$ cat config.mk
export PLATFORM = sky130hd
export DESIGN_NAME = pix_mix_unit
export DESIGN_NICKNAME = d
export VERILOG_FILES = /design/src/rtl/pmx_pkg.sv /design/src/rtl/pmx_ctrl.sv /design/src/rtl/pmx_datapath.sv /design/src/rtl/pix_mix_unit.sv
export SDC_FILE = /design/constraint.sdc
export NUM_CORES = 1
export LEC_CHECK = 0
export BUFFER_PORTS_ARGS = -buffer_cell sky130_fd_sc_hd__buf_2
export CORE_UTILIZATION = 35
export CTS_CLUSTER_DIAMETER = 80
export CTS_CLUSTER_SIZE = 24
export DETAILED_ROUTE_END_ITERATION = 10
export SLEW_MARGIN = 20
export SYNTH_ARGS = -nofsm -noshare
export SYNTH_HDL_FRONTEND = slang
export SYNTH_SLANG_ARGS = --single-unit
$ cat constraint.sdc
create_clock -name clk -period 23.1 [get_ports clk]
set_clock_uncertainty 0.15 [all_clocks]
set_input_delay 2.31 -clock clk [delete_from_list [all_inputs] [get_ports clk]]
set_output_delay 2.31 -clock clk [all_outputs]
set_load 0.005 [all_outputs]
$ cat src/rtl/pmx_pkg.sv
package pmx_pkg;
  typedef struct packed {
    logic cap1;
    logic cap2;
  } pmxStrobe_t;

  localparam logic [7:0] MIX_BOOL_LAST = 8'h0F;
  localparam logic [7:0] MIX_MAX       = 8'h10;
  localparam logic [7:0] MIX_MIN       = 8'h11;
  localparam logic [7:0] MIX_ADD_SAT   = 8'h12;
  localparam logic [7:0] MIX_DMS_SAT   = 8'h13;
  localparam logic [7:0] MIX_SMD_SAT   = 8'h14;
  localparam logic [7:0] MIX_AVG       = 8'h15;

  typedef enum logic [2:0] {
    CC_ALWAYS = 3'd0,
    CC_GT     = 3'd1,
    CC_EQ     = 3'd2,
    CC_LT     = 3'd3,
    CC_NEVER  = 3'd4,
    CC_GE     = 3'd5,
    CC_NE     = 3'd6,
    CC_LE     = 3'd7
  } ccCond_e;
endpackage

$ cat src/rtl/pmx_ctrl.sv
module pmx_ctrl
  import pmx_pkg::*;
(
  input  logic       clk,
  input  logic       rst_n,
  input  logic       inValid,
  output pmxStrobe_t strobe,
  output logic       outValid
);
  logic stage1Valid;
  logic stage2Valid;

  always_ff @(posedge clk or negedge rst_n) begin
    if (!rst_n) begin
      stage1Valid <= 1'b0;
      stage2Valid <= 1'b0;
    end else begin
      stage1Valid <= inValid;
      stage2Valid <= stage1Valid;
    end
  end

  always_comb begin
    strobe.cap1 = inValid;
    strobe.cap2 = stage1Valid;
  end

  assign outValid = stage2Valid;
endmodule

$ cat src/rtl/pmx_datapath.sv
module pmx_datapath
  import pmx_pkg::*;
#(
  parameter int LANE_W   = 32,
  parameter int MIX_W    = 8,
  parameter int SIZE_W   = 3,
  parameter int MAX_SIZE = 4
) (
  input  logic              clk,
  input  logic              rst_n,
  input  pmxStrobe_t        strobe,
  input  logic [LANE_W-1:0] srcPix,
  input  logic [LANE_W-1:0] dstPix,
  input  logic              fgSel,
  input  logic [MIX_W-1:0]  fgMix,
  input  logic [MIX_W-1:0]  bgMix,
  input  logic [SIZE_W-1:0] pixSize,
  input  logic [LANE_W-1:0] carryMask,
  input  logic [LANE_W-1:0] planeMask,
  input  logic [2:0]        ccFunc,
  input  logic [LANE_W-1:0] ccColor,
  output logic [LANE_W-1:0] wrData,
  output logic              wrEn
);
  localparam int CNT_W = $clog2(LANE_W) + 1;
  localparam int TOP_W = $clog2(LANE_W);

  // ---------------- stage 1: width decode, operand masking, compare
  logic [SIZE_W-1:0] sizeClamp;
  logic [CNT_W-1:0]  widthIn;
  logic [LANE_W-1:0] pixMaskIn;
  logic [LANE_W-1:0] srcM, dstM, ccM;
  logic              condTrue;

  assign sizeClamp = (pixSize > SIZE_W'(MAX_SIZE)) ? SIZE_W'(MAX_SIZE) : pixSize;
  assign widthIn   = CNT_W'(1) << sizeClamp;

  for (genvar gi = 0; gi < LANE_W; gi++) begin : g_pixMask
    assign pixMaskIn[gi] = (CNT_W'(gi) < widthIn);
  end

  assign srcM = srcPix & pixMaskIn;
  assign dstM = dstPix & pixMaskIn;
  assign ccM  = ccColor & pixMaskIn;

  always_comb begin
    unique case (ccCond_e'(ccFunc))
      CC_ALWAYS: condTrue = 1'b1;
      CC_GT:     condTrue = dstM >  ccM;
      CC_EQ:     condTrue = dstM == ccM;
      CC_LT:     condTrue = dstM <  ccM;
      CC_NEVER:  condTrue = 1'b0;
      CC_GE:     condTrue = dstM >= ccM;
      CC_NE:     condTrue = dstM != ccM;
      CC_LE:     condTrue = dstM <= ccM;
      default:   condTrue = 1'b0;
    endcase
  end

  logic [LANE_W-1:0] s1Src, s1Dst, s1DstRaw, s1Carry, s1Plane, s1PixMask;
  logic [MIX_W-1:0]  s1Mix;
  logic [TOP_W-1:0]  s1TopBit;
  logic              s1Inhibit;

  always_ff @(posedge clk or negedge rst_n) begin
    if (!rst_n) begin
      s1Src     <= '0;
      s1Dst     <= '0;
      s1DstRaw  <= '0;
      s1Carry   <= '0;
      s1Plane   <= '0;
      s1PixMask <= '0;
      s1Mix     <= '0;
      s1TopBit  <= '0;
      s1Inhibit <= 1'b1;
    end else if (strobe.cap1) begin
      s1Src     <= srcM;
      s1Dst     <= dstM;
      s1DstRaw  <= dstPix;
      s1Carry   <= carryMask;
      s1Plane   <= planeMask;
      s1PixMask <= pixMaskIn;
      s1Mix     <= fgSel ? fgMix : bgMix;
      s1TopBit  <= TOP_W'(widthIn - CNT_W'(1));
      s1Inhibit <= condTrue;
    end
  end

  // ---------------- stage 2: mix evaluation and plane merge
  // Ripple adder whose carry out of bit n is gated by msk[n]; returns
  // {gated carry out of bit topBit, sum}.
  function automatic logic [LANE_W:0] addChain(
    input logic [LANE_W-1:0] a,
    input logic [LANE_W-1:0] b,
    input logic [LANE_W-1:0] msk,
    input logic              cin,
    input logic [TOP_W-1:0]  topBit
  );
    logic              c;
    logic              topC;
    logic [LANE_W-1:0] s;
    c    = cin;
    topC = 1'b0;
    s    = '0;
    for (int i = 0; i < LANE_W; i++) begin
      s[i] = a[i] ^ b[i] ^ c;
      c    = ((a[i] & b[i]) | (a[i] & c) | (b[i] & c)) & msk[i];
      if (TOP_W'(i) == topBit) topC = c;
    end
    return {topC, s};
  endfunction

  logic [LANE_W:0]   addR, dmsR, smdR;
  logic [LANE_W-1:0] boolR, avgR, topOnly, mixR, wrNext;

  assign addR    = addChain(s1Src, s1Dst, s1Carry, 1'b0, s1TopBit);
  assign dmsR    = addChain(s1Dst, ~s1Src & s1PixMask, s1Carry, 1'b1, s1TopBit);
  assign smdR    = addChain(s1Src, ~s1Dst & s1PixMask, s1Carry, 1'b1, s1TopBit);
  assign topOnly = s1PixMask ^ (s1PixMask >> 1);
  assign avgR    = ((addR[LANE_W-1:0] & s1PixMask) >> 1) | (addR[LANE_W] ? topOnly : '0);

  assign boolR = ({LANE_W{s1Mix[0]}} &  s1Src &  s1Dst)
               | ({LANE_W{s1Mix[1]}} &  s1Src & ~s1Dst)
               | ({LANE_W{s1Mix[2]}} & ~s1Src &  s1Dst)
               | ({LANE_W{s1Mix[3]}} & ~s1Src & ~s1Dst);

  always_comb begin
    if (s1Mix <= MIX_W'(MIX_BOOL_LAST)) begin
      mixR = boolR;
    end else begin
      unique case (s1Mix)
        MIX_W'(MIX_MAX):     mixR = (s1Src > s1Dst) ? s1Src : s1Dst;
        MIX_W'(MIX_MIN):     mixR = (s1Src < s1Dst) ? s1Src : s1Dst;
        MIX_W'(MIX_ADD_SAT): mixR = addR[LANE_W] ? s1PixMask : addR[LANE_W-1:0];
        MIX_W'(MIX_DMS_SAT): mixR = dmsR[LANE_W] ? dmsR[LANE_W-1:0] : '0;
        MIX_W'(MIX_SMD_SAT): mixR = smdR[LANE_W] ? smdR[LANE_W-1:0] : '0;
        MIX_W'(MIX_AVG):     mixR = avgR;
        default:             mixR = s1Dst;
      endcase
    end
  end

  assign wrNext = (mixR & s1Plane & s1PixMask) | (s1DstRaw & ~(s1Plane & s1PixMask));

  always_ff @(posedge clk or negedge rst_n) begin
    if (!rst_n) begin
      wrData <= '0;
      wrEn   <= 1'b0;
    end else begin
      wrEn <= strobe.cap2 & ~s1Inhibit;
      if (strobe.cap2) wrData <= wrNext;
    end
  end
endmodule

$ cat src/rtl/pix_mix_unit.sv
module pix_mix_unit
  import pmx_pkg::*;
#(
  parameter int LANE_W = 32,
  parameter int MIX_W  = 8,
  parameter int SIZE_W = 3
) (
  input  logic              clk,
  input  logic              rst_n,
  input  logic              inValid,
  input  logic [LANE_W-1:0] srcPix,
  input  logic [LANE_W-1:0] dstPix,
  input  logic              fgSel,
  input  logic [MIX_W-1:0]  fgMix,
  input  logic [MIX_W-1:0]  bgMix,
  input  logic [SIZE_W-1:0] pixSize,
  input  logic [LANE_W-1:0] carryMask,
  input  logic [LANE_W-1:0] planeMask,
  input  logic [2:0]        ccFunc,
  input  logic [LANE_W-1:0] ccColor,
  output logic              outValid,
  output logic [LANE_W-1:0] wrData,
  output logic              wrEn
);
  pmxStrobe_t strobe;

  pmx_ctrl u_ctrl (
    .clk      (clk),
    .rst_n    (rst_n),
    .inValid  (inValid),
    .strobe   (strobe),
    .outValid (outValid)
  );

  pmx_datapath #(
    .LANE_W (LANE_W),
    .MIX_W  (MIX_W),
    .SIZE_W (SIZE_W)
  ) u_dp (
    .clk       (clk),
    .rst_n     (rst_n),
    .strobe    (strobe),
    .srcPix    (srcPix),
    .dstPix    (dstPix),
    .fgSel     (fgSel),
    .fgMix     (fgMix),
    .bgMix     (bgMix),
    .pixSize   (pixSize),
    .carryMask (carryMask),
    .planeMask (planeMask),
    .ccFunc    (ccFunc),
    .ccColor   (ccColor),
    .wrData    (wrData),
    .wrEn      (wrEn)
  );
endmodule

==> metrics.md <==
| Metric | Value |
|---|---|
| R2r setup slk | `1.28 ns` |
| R2r startpoint | `u_dp.s1Dst[0]$_DFFE_PN0P_` |
| Flops & latches, synth | `226` |
| DRC viols | `0` |
| Initial DRC Count | `1707` |
| Post-synth top flop | `dfrtp_1` |
| Slew headroom | `0.275` |
| Num rows | `83` |
| Hold_buf cts | `0` |
| Final Hold Fails | `0` |
| Sequential share of the synthesized area | `0.306` |
| Fin cells | `2786` |
| MaxCap Viol Count | `0` |
| Grt ovf | `0` |
| Internal Power | `around 0.73 mW` |
| Post-Syn Instances | `1973` |
| Least-Margin Pin Slew | `1.08 ns` |
| Pleak | `7.86 nW` |
| Switching Fraction | `0.365` |
| Crit path kind | `reg2reg` |
| Main area contributors after synthesis | `dfrtp_1 (30%), fa_1 (10%), mux2_2 (5.8%)` |
| Req. time, crit path | `approximately 23 ns` |
| CP Launch Type | `register` |
| EDFF count, synth | `0` |
| Fin crit period | `21.82 ns` |
| Crit path DAT | `between 20 and 25 ns` |
| IO buf count | `between 150 and 200` |
| Sink Count | `226` |
| First-pass GRT wire length | `105000 um` |
| Syn-to-layout area delta | `12.6%` |
| Largest net degree at the start of global routing | `96` |
| Antenna violations before repair | `0` |
| Final setup fails | `0` |
| GPL Wtd Cong | `0.956` |
| Iteration count of the initial detailed-routing pass | `6` |
| Via count | `17000` |
| Core area | `51700 sq um` |
| Max rail drop VDD | `0.0000482 V` |
| # resized after CTS | `0` |
| Cell area after layout | `20800 sq um` |
| Area share of the largest cell type after synthesis | `0.305` |
| CP endpoint kind | `register` |
| Status | `finished clean` |
| Routed Antenna Nets | `0` |
| Post-route setup slack | `1.28 ns` |
| Die H | `232 um` |
| Post-Syn Area | `18500 sq um` |
| Die X | `232 um` |
| Total negative slack | `0 ns` |
| FMAX | `approximately 0.046 GHz` |
| Half-perimeter wire length after placement | `50900 um` |
| Vias in the first global route | `16700` |
| CTS H-tree depth | `1` |
| Pwr dens | `55.4 nW/um^2` |
| CTS Root Cell | `clkbuf_16` |
| Critical-path cell with the highest stage delay | `nand3_1` |
| Worst path max stage delay | `0.55 ns` |
| Routed len/inst | `24.9 um` |
| Logic pwr share | `0.239` |
| Skew-Pair Late Insertion Delay | `0.56 ns` |
| Clock-pin slew on the worst setup and hold paths | `0.09 ns` |
| Nets | `2437` |
| Design Power | `1.15 mW` |
| TritonCTS clock tree | `yes` |
| Synth cell types | `~90` |
| Postcts setup bufs | `0` |
| Gr usage total | `0.256` |
| Final Cycle Share | `0.944` |
| Cts bufs inserted | `21` |
| Placed cell areas | `roughly 20000 sq um` |
| Die area | `53700 sq um` |
| Clock share of power | `0.341` |
| Ys async rst share | `1.00` |
| Seq pwr share | `0.421` |
| Initial core utilization | `0.357` |
| Pre-CTS WS | `between 1 and 1.5 ns` |
| CTS max path bufs | `3` |
| NetSw | `0.422 mW` |
| Crit path launch | `u_dp.s1Dst[0]$_DFFE_PN0P_` |
| I/O Pins | `220` |
| RR Endpoint | `u_dp.wrData[27]$_DFFE_PN0P_` |
| Routed vias/inst | `6.10` |
| Max Slew Vio Count | `0` |
| CP Capture Point | `u_dp.wrData[27]$_DFFE_PN0P_` |
| Share of cells above drive strength 1 | `0.200` |
| RSZ-0062 raised after global routing | `false` |
| Post-Route WL | `69300 um` |
| Post-synthesis area per instance | `9.37 sq um` |
| Crit Path Max Fanout | `23` |
| Placed cells | `2748` |
| Worst Reg-to-Reg Cells | `74` |
| Yosys warnings | `0` |
| Synth area leader | `dfrtp_1` |
| Number of diodes | `0` |
| Hold Path Class | `reg2reg` |
## routing by layer
| metal | up-vias | share of wire | track usage |
|---|---|---|---|
| met4 | 0 | 0.035 | 0.0911 |
| met5 | - | 0 | 0 |
| met1 | 8542 | 0.43 | 0.359 |
| met3 | 158 | 0.078 | 0.0371 |
| li1 | 7447 | - | - |
| met2 | 849 | 0.45 | 0.399 |
## worst max-delay path, delay by kind of cell (launching register included)
kind / cells / cell delay, ns
buffers and inverters: 2 / 0.24
muxes: 1 / 0.47
adders and majority gates: 32 / 11.85
AOI/OAI and AO/OA: 3 / 0.85
and+or+nand+nor: 36 / 7.65
DFF: 1 / 0.47
## final cells by class
| cell class | instances | area, sq um |
|---|---|---|
| clock inverter | 17 | 241 |
| multi-input combinational | 1547 | 12100 |
| timing repair buffer | 212 | 1140 |
| fill | 5145 | 30900 |
| sequential | 226 | 5670 |
| inverter | 83 | 312 |
| tap | 680 | 851 |
| clock buffer | 21 | 526 |
## synth_stat cells (7+ instances only)
| cell type | n |
|---|---|
| a21o_1 | 12 |
| nor3b_1 | 9 |
| fa_1 | 93 |
| a41oi_1 | 12 |
| a211oi_1 | 18 |
| nand2_1 | 183 |
| nor3_1 | 40 |
| o22a_1 | 19 |
| a211o_1 | 11 |
| and2_1 | 19 |
| o221a_2 | 7 |
| nor2_1 | 127 |
| and3_1 | 9 |
| a31o_2 | 8 |
| nor2b_1 | 30 |
| ha_1 | 67 |
| o21ai_0 | 124 |
| or3_1 | 13 |
| a21oi_1 | 108 |
| mux2i_1 | 32 |
| inv_1 | 82 |
| dfrtp_1 | 225 |
| nor4_1 | 9 |
| a311o_1 | 11 |
| nand3b_1 | 8 |
| mux4_2 | 33 |
| clkbuf_1 | 109 |
| o211ai_1 | 18 |
| nand2b_1 | 105 |
| buf_2 | 17 |
| a22oi_1 | 22 |
| o21a_1 | 13 |
| o22ai_1 | 12 |
| nand3_1 | 55 |
| mux2_2 | 96 |
| o32a_1 | 9 |
| nand4_1 | 17 |
| a2111oi_0 | 25 |
| a31oi_1 | 23 |
| buf_1 | 17 |
## per-stage QoR
stage                util  hold slack [ns]
floorplan               -            0.285
global placement    0.388            0.336
detailed placement  0.388            0.337
CTS                 0.403            0.357
global route        0.403            0.386
finish              0.403            0.353
## state kept, by name, indices dropped and copies added (netlist names), 5 cells and up
register and flops:
u_dp.s1Carry 32, u_dp.s1DstRaw 32, u_dp.s1Dst 32, u_dp.s1Plane 32, u_dp.s1Src 32, u_dp.wrData 32
u_dp.s1PixMask 17, u_dp.s1Mix 8, u_dp.s1TopBit 5
## cells by family after synthesis
logic type,share of synthesized area
adder cells (fa/ha/maj),0.146
multiplexers,0.116
AO/OA/AOI/OAI,0.202
flip-flops,0.306
buffers and inverters,0.0493
AND/OR/NAND/NOR,0.181
other,0.000406
## power groups by stage
stage	sequential [mW]	combinational (mW)	clock [mW]
floorplan	0.459	0.183	0
global placement	0.489	0.265	0
detailed placement	0.491	0.269	0
CTS	0.484	0.271	0.404
global route	0.490	0.300	0.417
finish	0.485	0.275	0.393
## cell usage in the layout (no fill, tap or decap), types with 82 or more instances in the layout
| cell | count |
|---|---|
| a21oi_1 | 108 |
| buf_2 | 185 |
| dfrtp_1 | 220 |
| fa_1 | 93 |
| inv_1 | 82 |
| mux2_2 | 96 |
| nand2_1 | 183 |
| nand2b_1 | 105 |
| nor2_1 | 127 |
| o21ai_0 | 124 |
## worst min path at each step
stage	cells after the start	end	slack, ns	from
floorplan	0	u_ctrl.outValid$_DFF_PN0_	0.29	u_ctrl.stage1Valid$_DFF_PN0_
global placement	1	u_dp.wrEn$_DFF_PN0_	0.34	u_dp.s1Inhibit$_DFFE_PN1P_
CTS	1	u_dp.wrEn$_DFF_PN0_	0.36	u_dp.s1Inhibit$_DFFE_PN1P_
finish	1	u_dp.wrEn$_DFF_PN0_	0.35	u_dp.s1Inhibit$_DFFE_PN1P_
global route	1	u_dp.s1DstRaw[8]$_DFFE_PN0P_	0.39	u_dp.s1DstRaw[8]$_DFFE_PN0P_
detailed placement	1	u_dp.wrEn$_DFF_PN0_	0.34	u_dp.s1Inhibit$_DFFE_PN1P_
Note: power is estimated with default switching activity, not from simulation.
